`src/rtl/txpin_pkg.sv`:
```
package txpin_pkg;
  localparam int DATA_BITS  = 8;
  localparam int FRAME_BITS = DATA_BITS + 2;
  localparam int CNT_W      = $clog2(FRAME_BITS);

  typedef struct packed {
    logic loadBuf;
    logic moveShift;
    logic shiftBit;
    logic clearAll;
  } txStrobes_t;
endpackage

```
`src/rtl/txpin_ctrl.sv`:
```
module txpin_ctrl
  import txpin_pkg::*;
(
  input  logic       clk,
  input  logic       rstN,
  input  logic       txEnable,
  input  logic       baudTick,
  input  logic       loadValid,
  output txStrobes_t strobes,
  output logic       txEmpty,
  output logic       txEnd,
  output logic       busy
);
  typedef enum logic {ST_IDLE, ST_SEND} txState_t;

  txState_t   state;
  logic [CNT_W-1:0] bitCnt;
  logic       bufFull;
  logic       accept;
  logic       moveNow;
  logic       lastTick;

  always_comb begin
    accept   = txEnable && loadValid && !bufFull;
    moveNow  = txEnable && bufFull && (state == ST_IDLE);
    lastTick = txEnable && (state == ST_SEND) && baudTick &&
               (bitCnt == CNT_W'(FRAME_BITS - 1));
    strobes.loadBuf   = accept;
    strobes.moveShift = moveNow;
    strobes.shiftBit  = txEnable && (state == ST_SEND) && baudTick;
    strobes.clearAll  = !txEnable;
  end

  always_ff @(posedge clk or negedge rstN) begin
    if (!rstN) begin
      state   <= ST_IDLE;
      bitCnt  <= '0;
      bufFull <= 1'b0;
      txEnd   <= 1'b1;
    end else if (!txEnable) begin
      state   <= ST_IDLE;
      bitCnt  <= '0;
      bufFull <= 1'b0;
      txEnd   <= 1'b1;
    end else begin
      case (state)
        ST_IDLE: begin
          if (moveNow) begin
            state  <= ST_SEND;
            bitCnt <= '0;
          end
        end
        ST_SEND: begin
          if (lastTick) begin
            state  <= ST_IDLE;
            bitCnt <= '0;
          end else if (baudTick) begin
            bitCnt <= bitCnt + 1'b1;
          end
        end
        default: state <= ST_IDLE;
      endcase
      if (accept)       bufFull <= 1'b1;
      else if (moveNow) bufFull <= 1'b0;
      if (accept)                   txEnd <= 1'b0;
      else if (lastTick && !bufFull) txEnd <= 1'b1;
    end
  end

  assign txEmpty = !bufFull;
  assign busy    = (state == ST_SEND);


  abort_clears_chk: assert property (@(posedge clk) disable iff (!rstN)
    !txEnable |=> (txEmpty && txEnd && !busy));

  end_means_empty_chk: assert property (@(posedge clk) disable iff (!rstN)
    txEnd |-> (txEmpty && !busy));

  load_blocks_chk: assert property (@(posedge clk) disable iff (!rstN)
    (txEnable && loadValid && txEmpty) |=> (!txEmpty && !txEnd));

  full_hold_chk: assert property (@(posedge clk) disable iff (!rstN)
    (txEnable && !txEmpty && !busy) |=> busy);
endmodule

```
`src/rtl/txpin_dp.sv`:
```
module txpin_dp
  import txpin_pkg::*;
(
  input  logic                 clk,
  input  logic                 rstN,
  input  txStrobes_t           strobes,
  input  logic [DATA_BITS-1:0] loadData,
  output logic                 frameBit
);
  logic [DATA_BITS-1:0]  bufByte;
  logic [FRAME_BITS-1:0] shiftReg;

  always_ff @(posedge clk or negedge rstN) begin
    if (!rstN) begin
      bufByte  <= '0;
      shiftReg <= '1;
    end else if (strobes.clearAll) begin
      bufByte  <= '0;
      shiftReg <= '1;
    end else begin
      if (strobes.loadBuf) bufByte <= loadData;
      if (strobes.moveShift)
        shiftReg <= {1'b1, bufByte, 1'b0};
      else if (strobes.shiftBit)
        shiftReg <= {1'b1, shiftReg[FRAME_BITS-1:1]};
    end
  end

  assign frameBit = shiftReg[0];


  start_bit_chk: assert property (@(posedge clk) disable iff (!rstN)
    strobes.moveShift |=> !frameBit);

  clear_idle_chk: assert property (@(posedge clk) disable iff (!rstN)
    strobes.clearAll |=> frameBit);
endmodule

```
`src/rtl/txpin_top.sv`:
```
module txpin_top
  import txpin_pkg::*;
(
  input  logic       clk,
  input  logic       rstN,
  input  logic       txEnable,
  input  logic       portDir,
  input  logic       portData,
  input  logic       baudTick,
  input  logic       loadValid,
  input  logic [7:0] loadData,
  output logic       txdPin,
  output logic       txdOe,
  output logic       txEmpty,
  output logic       txEnd
);
  txStrobes_t strobes;
  logic       frameBit;
  logic       busy;

  txpin_ctrl u_ctrl (
    .clk(clk), .rstN(rstN), .txEnable(txEnable), .baudTick(baudTick),
    .loadValid(loadValid), .strobes(strobes), .txEmpty(txEmpty),
    .txEnd(txEnd), .busy(busy)
  );

  txpin_dp u_dp (
    .clk(clk), .rstN(rstN), .strobes(strobes), .loadData(loadData),
    .frameBit(frameBit)
  );

  assign txdPin = txEnable ? frameBit : portData;
  assign txdOe  = txEnable | portDir;


  port_fallback_chk: assert property (@(posedge clk) disable iff (!rstN)
    !txEnable |-> (txdOe == portDir && txdPin == portData));

  idle_mark_chk: assert property (@(posedge clk) disable iff (!rstN)
    (txEnable && !busy) |-> (txdOe && txdPin));

  bit_stable_chk: assert property (@(posedge clk) disable iff (!rstN)
    (txEnable && $past(txEnable) && !baudTick && busy && $past(busy)) |=>
      (!txEnable || $stable(txdPin) || !busy));
endmodule

```
`config.mk`:
```
export PLATFORM = sky130hd
export DESIGN_NAME = txpin_top
export DESIGN_NICKNAME = d
export VERILOG_FILES = /design/src/rtl/txpin_pkg.sv /design/src/rtl/txpin_ctrl.sv /design/src/rtl/txpin_dp.sv /design/src/rtl/txpin_top.sv
export SDC_FILE = /design/constraint.sdc
export NUM_CORES = 1
export LEC_CHECK = 0
export ABC_AREA = 1
export BUFFER_PORTS_ARGS = -buffer_cell sky130_fd_sc_hd__buf_2
export CORE_MARGIN = 3
export CORE_UTILIZATION = 38
export DETAILED_ROUTE_END_ITERATION = 10
export GPL_TIMING_DRIVEN = 0
export PLACE_DENSITY = 0.64
export SLEW_MARGIN = 20
export SYNTH_ARGS = -nofsm -noshare
export SYNTH_HDL_FRONTEND = slang
export SYNTH_SLANG_ARGS = --single-unit
```
`constraint.sdc`:
```
create_clock -name clk -period 1.9 [get_ports clk]
set_input_delay 0.285 -clock clk [delete_from_list [all_inputs] [get_ports clk]]
set_output_delay 0.285 -clock clk [all_outputs]
set_load 0.01 [all_outputs]
```
==> results of run 1 <==
## power breakdown
part           total [W]  internal [W]  switching (W)
logic           0.000206     0.0000832       0.000122
clock network   0.000372      0.000213       0.000159
registers       0.000625      0.000594      0.0000314
## placed cells by master (no fill, tap or decap), types with 3 or more instances in the layout
cell type	count
dfrtp_1	14
o21ai_1	8
dfstp_2	10
o21ai_0	4
nand2_1	37
nand3_1	14
inv_1	19
nand3_2	3
nand4_1	3
inv_2	3
clkbuf_4	3
nor2_1	12
o211ai_1	5
nand2_2	3
buf_2	20
## worst min-delay path, stage by stage
cell and delay (ns):
buf_2 0.09, inv_1 0.04, o21ai_1 0.05
## stage by stage
stage / std cells / hold WS, ns / setup WS (ns) / util
floorplan: 149 / -0.01059 / 0.7012 / -
global placement: 210 / 0.2890 / 0.5540 / 0.4467
detailed placement: 210 / 0.2993 / 0.5531 / 0.4467
CTS: 215 / 0.1645 / 0.4896 / 0.4671
global route: 215 / 0.1548 / 0.4105 / 0.4671
finish: 215 / 0.1688 / 0.5070 / 0.4671
## worst paths after layout
path	startpoint	endpoint	slack [ns]	depth (start not counted)
max	u_dp.shiftReg[0]	txdPin	0.51	3
min	loadData[2]	u_dp.bufByte[2]	0.17	3
max reg2reg	u_ctrl.bitCnt[1]	u_ctrl.bitCnt[3]	0.67	7
min reg2reg	u_dp.shiftReg[7]	u_dp.shiftReg[7]	0.48	2
max in group asynchronous	rstN	u_dp.shiftReg[7]	1.07	2
min in group asynchronous	rstN	u_ctrl.bitCnt[1]	0.45	2
## registers in the layout, indices dropped and copies added (netlist names)
signal,flops
u_dp.bufByte,8
u_ctrl.txEnd,1
u_dp.shiftReg,9
u_ctrl.bufFull,1
u_ctrl.bitCnt,4
u_ctrl.busy,1
## routing by layer
| layer | global-route usage | up-vias |
|---|---|---|
| li1 | - | 519 |
| met1 | 0.1795 | 470 |
| met2 | 0.2213 | 17 |
| met3 | 0.02878 | 5 |
| met4 | 0.05785 | 0 |
| met5 | 0 | - |
## area by class of cell
type / count / area [sq um] / share of cell area
repair buffers: 18 / 95.09 / 0.06614
plain buffers: 6 / 45.04 / 0.03133
multi-input cells: 97 / 494.2 / 0.3438
clock buffers: 3 / 22.52 / 0.01567
flip-flops and latches: 24 / 613.1 / 0.4265
well taps: 44 / 55.05 / 0.03829
clock inverters: 1 / 30.03 / 0.02089
inverters: 22 / 82.58 / 0.05744
## cell families after synthesis
| family | after synthesis |
|---|---|
| adder cells (fa/ha/maj) | 2 |
| AND/OR/NAND/NOR | 74 |
| flip-flops | 24 |
| buffers and inverters | 28 |
| AO/OA/AOI/OAI | 21 |
==> results.txt, run 1 <==
cts bufs inserted = 3
Mapped Cells = 149
max frequency = 0.7179 GHz
area delta synth->final = 16.41%
Die Y = 63.01 um
Setup-failing EPs final = 0
Synth area leader = dfrtp_1
clk slew on worst S/H paths = 0.14 ns
CP peak stage delay = 0.56 ns
WS Path Type = reg -> out
Synth Flop Type = dfrtp_1
Core Region = 0.003078 sq mm
CP endpoint kind = output port
crit-path most repeated cell = nand2_1
vias in the first global route = 972
CTS Hold Buffers Added = 1
Antenna Cells = 0
worst slew pin tran = 0.5308 ns
final instance area = 0.001438 sq mm
IO Pins = 19
H-tree depth = 1
combinational family with the most area after synthesis = simple AND/OR/NAND/NOR gates
total gr overflow = 0
DRT Pass-1 Iters = 4
status = finished clean
Power per Cell Area = 836.9 mW/mm^2
DRC viols = 0
CP top delay family = flip-flops
Total Nets Final = 189
xor and xnor fraction of the mapped netlist area = 0
max cap viols = 0
Die X = 63.01 um
crit-path max FO = 2
Final Hold Fails = 0
fin crit period = 1.393 ns
post-detailed-routing wire length = 2471 um
most common cell in the netlist = nand2_1
die area = 0.003970 sq mm
GRT Resource Usage Total = 0.1381
placed inst area = 0.001375 sq mm
Synth Warn # = 0
cts repair resizes = 0
RePlAce Congestion = 0.7944
Worst Path Buf+Inv = 1
Skew-Pair Late Insertion Delay = 0.32 ns
# rows = 20
Fillers = 322
adder-cell share of the synthesized area = 0.02026
input/output buffers = 17
setup repair bufs after CTS = 0
asr flop ratio synth = 1.000
average wire per cell in the routed design = 11.49 um
DR vias = 1011
RSZ-0062 raised after global routing = false
met2 wire len = 1171 um
multiplexer area fraction after synthesis = 0
synth cell count leaders = nand2_1 (37), inv_1 (19), dfrtp_1 (14), nand3_1 (14), nor2_1 (12)
layout cells sized above 1 = 0.2982
period utilization = 0.7331
Avg Vias per Cell = 4.702
Avg Cell Area, Syn = 8.288 sq um
Starting Density = 0.4012
critical path's slowest cell = dfstp_2
post-synthesis sequential area ratio = 0.4965
Highest Signal Layer = met4
Pleak = 0.7297 nW
Final ANT Viol Nets = 0
post-synth net total = 166
Worst setup SP type = flip-flop
simple-gate share of the synthesized area = 0.2705
synthesized flop and latch total = 24
cell-by-cell trace of the critical path = nand2_1 -> nand2_1 -> buf_2
Synth Cell Area = 0.001235 sq mm
wire length on met3 = 89 um
share of the synthesized area in the top cell type = 0.2837
CTS Buffer Depth = 2
Worst EP required = 1.62 ns
final-report max-slew violation count = 0
clock skew = 0.01005 ns
setup tns final = 0 ns
CTS Root Cell = clkbuf_4
Worst slew margin = 0.6461
first-pass GRT wire length = 4340 um
pin count of the biggest net entering global routing = 25
Synth area leaders = dfrtp_1 (28%), dfstp_2 (21%), nand2_1 (11%)
Sink Count = 24
Compound-Gate Fraction of Synth Area = 0.1094
antenna violations before repair = 0
number of synthesized flops with an enable pin = 0
Post-Route M1 WL = 1167 um
Crit path arrival time = 1.11 ns
distinct cell type count after synthesis = 23
initial DRC count = 43
CTS tree = built
Pwr Total = 0.001203 W
maximum VDD drop = 0.0003558 V
dpl hpwl = 1780 um
Hold Path Class = in -> reg
(Power assumes the default switching activity.)
==> run 2, diff against run 1 <==
Settings changed: ABC_AREA 1 to 0.
Clock period 1.9 ns to 1.3 ns, I/O delays scaled along.
==> run 2 against run 1 <==
  * The flow now finishes with violations (setup timing)
  * Worst setup slack lost 0.51 ns
  * Power increased by 44%
  * Clock skew fell by 0.0059 ns
  * Sequential power rose by 39%
  * Combinational power up 53%
  * Highest routed layer unchanged
  * Core utilization up 3.1 points
  * Via count is 4.3% lower
  * Global-route usage increased by 0.55 points
==> results.txt, run 2 <==
# rows = 20 (unchanged)
PnR worst setup slack = -0.004023 ns (-0.5110 ns)
status = finished with violations
fin crit period = 1.304 ns
initial DRC count = 14 (-67%)
Worst setup SP type = flip-flop
Skew-Pair Late Insertion Delay = 0.32 ns (about the same)
Worst EP required = 1.11 ns (-0.51 ns)
Starting Density = 0.4095 (+0.008304)
Avg Vias per Cell = 4.990 (+6.1%)
Fillers = 303 (-5.9%)
total net switching power = 0.0004178 W (+34%)
DRT Pass-1 Iters = 4 (unchanged)
cts bufs inserted = 3 (unchanged)
Worst slew margin = 0.6390 (-0.007165)
input/output buffers = 18 (+1)
CTS Root Cell = clkbuf_4
final-report max-slew violation count = 0 (unchanged)
RePlAce Congestion = 0.7747 (-2.5%)
setup tns final = -0.004023 ns (-0.004023 ns)
WHS = 0.08763 ns (-0.08122 ns)
CTS Buffer Depth = 2 (unchanged)
IO Pins = 19 (unchanged)
critical path's slowest cell = dfstp_2
Worst Hold Path Cells = 3 (unchanged)
R2R cell count = 6 (-1)
placed inst area = 0.001436 sq mm (+4.5%)
number of synthesized flops with an enable pin = 0 (unchanged)
register share of total power = 0.503 (-0.017)
Antenna Cells = 0 (unchanged)
total gr overflow = 0 (unchanged)
Pwr Total = 0.001731 W (+44%)
Synth Cell Area = 0.001291 sq mm (+4.6%)
Biggest register = u_dp.shiftReg
Gate power share = 0.183 (+0.012)
Synth area leaders = dfrtp_1 (27%), dfstp_2 (20%), mux2_4 (7.0%)
clock power share = 0.315 (+0.005)
switching part of the total power = 0.2413 (-0.01861)
crit-path max FO = 2 (unchanged)
H-tree depth = 1 (unchanged)
Die X = 64.29 um (+2.0%)
max FFs per register = 9 (unchanged)
Avg Cell Area, Syn = 10.50 sq um (+27%)
Total Nets Final = 168 (-11%)
Mapped Cells = 123 (-17%)
dpl hpwl = 1814 um (+1.9%)
most common cell in the netlist = nand2_1
DRC viols = 0 (unchanged)
area delta synth->final = 21.51%
DR vias = 968 (-4.3%)
CTS tree = built
clock skew = 0.004198 ns (-0.005852 ns)
Synth area leader = dfrtp_1
distinct cell type count after synthesis = 33 (+43%)
post-synthesis sequential area ratio = 0.4748 (-0.02165)
period utilization = 1.003
max cap viols = 0 (unchanged)
Die Y = 64.29 um (+2.0%)
Power per Cell Area = 1103 mW/mm^2 (+32%)
top flop regs = u_dp.shiftReg (9), u_dp.bufByte (8), u_ctrl.bitCnt (4)
synthesized flop and latch total = 24 (unchanged)
maximum VDD drop = 0.0005251 V (+48%)
failing checks = setup timing
cell-by-cell trace of the critical path = mux2_4 -> buf_6
commonest non-fill, non-tap cell in the layout = nand2_1
post-detailed-routing wire length = 2592 um (+4.9%)
asr flop ratio synth = 1.000 (unchanged)
Core Region = 0.003153 sq mm (+2.4%)
Worst Path Buf+Inv = 1 (unchanged)
die area = 0.004133 sq mm (+4.1%)
CP top delay family = flip-flops
pin count of the biggest net entering global routing = 25 (unchanged)
clk slew on worst S/H paths = 0.14 ns (about the same)
WS Path Type = reg -> out
Final Hold Fails = 0 (unchanged)
Pint = 0.001313 W (+48%)
GRT Resource Usage Total = 0.1435 (+0.005456)
Synth Flop Type = dfrtp_1
first-pass GRT wire length = 4740 um (+9.2%)
CP peak stage delay = 0.56 ns (about the same)
Synth Warn # = 0 (unchanged)
Crit. path cell count = 2 (-1)
Final Util = 0.4976 (+0.03055)
Sink Count = 24 (unchanged)
max frequency = 0.7669 GHz
RSZ-0062 raised after global routing = true
commonest cells after routing, fill and taps aside = nand2_1 (21), buf_2 (19), dfrtp_1 (12), inv_1 (11), dfstp_2 (10)
Setup-failing EPs final = 1 (+1)
layout cells sized above 1 = 0.4200 (+0.1218)
average wire per cell in the routed design = 13.36 um (+16%)
CP endpoint kind = output port
final instance area = 0.001569 sq mm (+9.1%)
area of the multi-input gates = 579.3 sq um (+17%)
share of the synthesized area in the top cell type = 0.2713 (-0.01237)
register area = 615.6 sq um (+0.41%)
post-synth net total = 140 (-16%)
Final ANT Viol Nets = 0 (unchanged)
Hold Path Class = in -> reg
Crit path arrival time = 1.11 ns (about the same)
Pleak = 0.7509 nW (+2.9%)
worst slew pin tran = 0.5416 ns (+0.01075 ns)
synth cell count leaders = nand2_1 (21), dfrtp_1 (14), inv_1 (13)
vias in the first global route = 1054 (+8.4%)
antenna violations before repair = 0 (unchanged)
## run 2: area by class of cell
type | instances | area share
clock buffer | 3 | 0.01435
multi-input combinational | 77 | 0.3692
tap | 44 | 0.03509
buffer | 8 | 0.04625
inverter | 13 | 0.03110
sequential | 24 | 0.3923
clock inverter | 1 | 0.01914
timing repair buffer | 24 | 0.09250
## run 2: power by group through the flow
stage	registers (W)	clock network, W	logic [W]
CTS	0.000868	0.000565	0.000306
floorplan	0.000869	0	0.000206
finish	0.000870	0.000545	0.000316
detailed placement	0.000880	0	0.000288
global placement	0.000879	0	0.000279
global route	0.000879	0.000600	0.000353
## run 2: what timing repair did
item / 4_1_cts / 5_1_grt
setup buffers: 2 / 1
hold endpoints to repair: 14 / 0
hold buffers: 1 / 0
resized for setup: 5 / 7
cloned: 1 / 1
setup endpoints to repair: 3 / 19
pin swaps: 1 / 2
## run 2: final timing paths
path | start | to | slack, ns
min in group asynchronous | rstN | u_ctrl.bitCnt[3] | 0.39
max in group asynchronous | rstN | u_ctrl.bufFull | 0.52
min reg2reg | u_dp.shiftReg[0] | u_dp.shiftReg[0] | 0.49
min | loadData[0] | u_dp.bufByte[0] | 0.09
max reg2reg | u_ctrl.bitCnt[1] | u_ctrl.bitCnt[0] | 0.02
max | u_dp.shiftReg[0] | txdPin | -0.004
## run 2: kinds of logic (layout without fill, tap and decap cells)
group                      after synthesis  count (layout)  synth area share
adders and majority gates                2               2           0.01938
and+or+nand+nor                         41              41            0.2025
AOI/OAI and AO/OA                       25              25            0.1192
DFF                                     24              24            0.4748
muxes                                    9               9           0.09496
buffers and inverters                   22              49           0.08915
## run 2: routing by layer
layer / wire length [um] / global-route usage / part of all wire
met3: 63 / 0.01582 / 0.024
met1: 1186 / 0.1830 / 0.46
met2: 1302 / 0.2436 / 0.50
met5: 0 / 0 / 0
met4: 40 / 0.06332 / 0.015
## run 2: through the flow
step           cells  worst slack [ns]
4_1_cts          193          -0.02059
3_3_place_gp     185          -0.06753
5_1_grt          194          -0.07869
3_5_place_dp     185           -0.1312
2_1_floorplan    123           0.03469
6_report         194         -0.004023
## run 2: worst reg2reg max path, cell delays in order, from the launching register on
cell,delay (ns)
dfrtp_1,0.41
inv_2,0.06
ha_4,0.15
nand4b_1,0.17
nand4_1,0.15
buf_4,0.17
mux2i_1,0.12
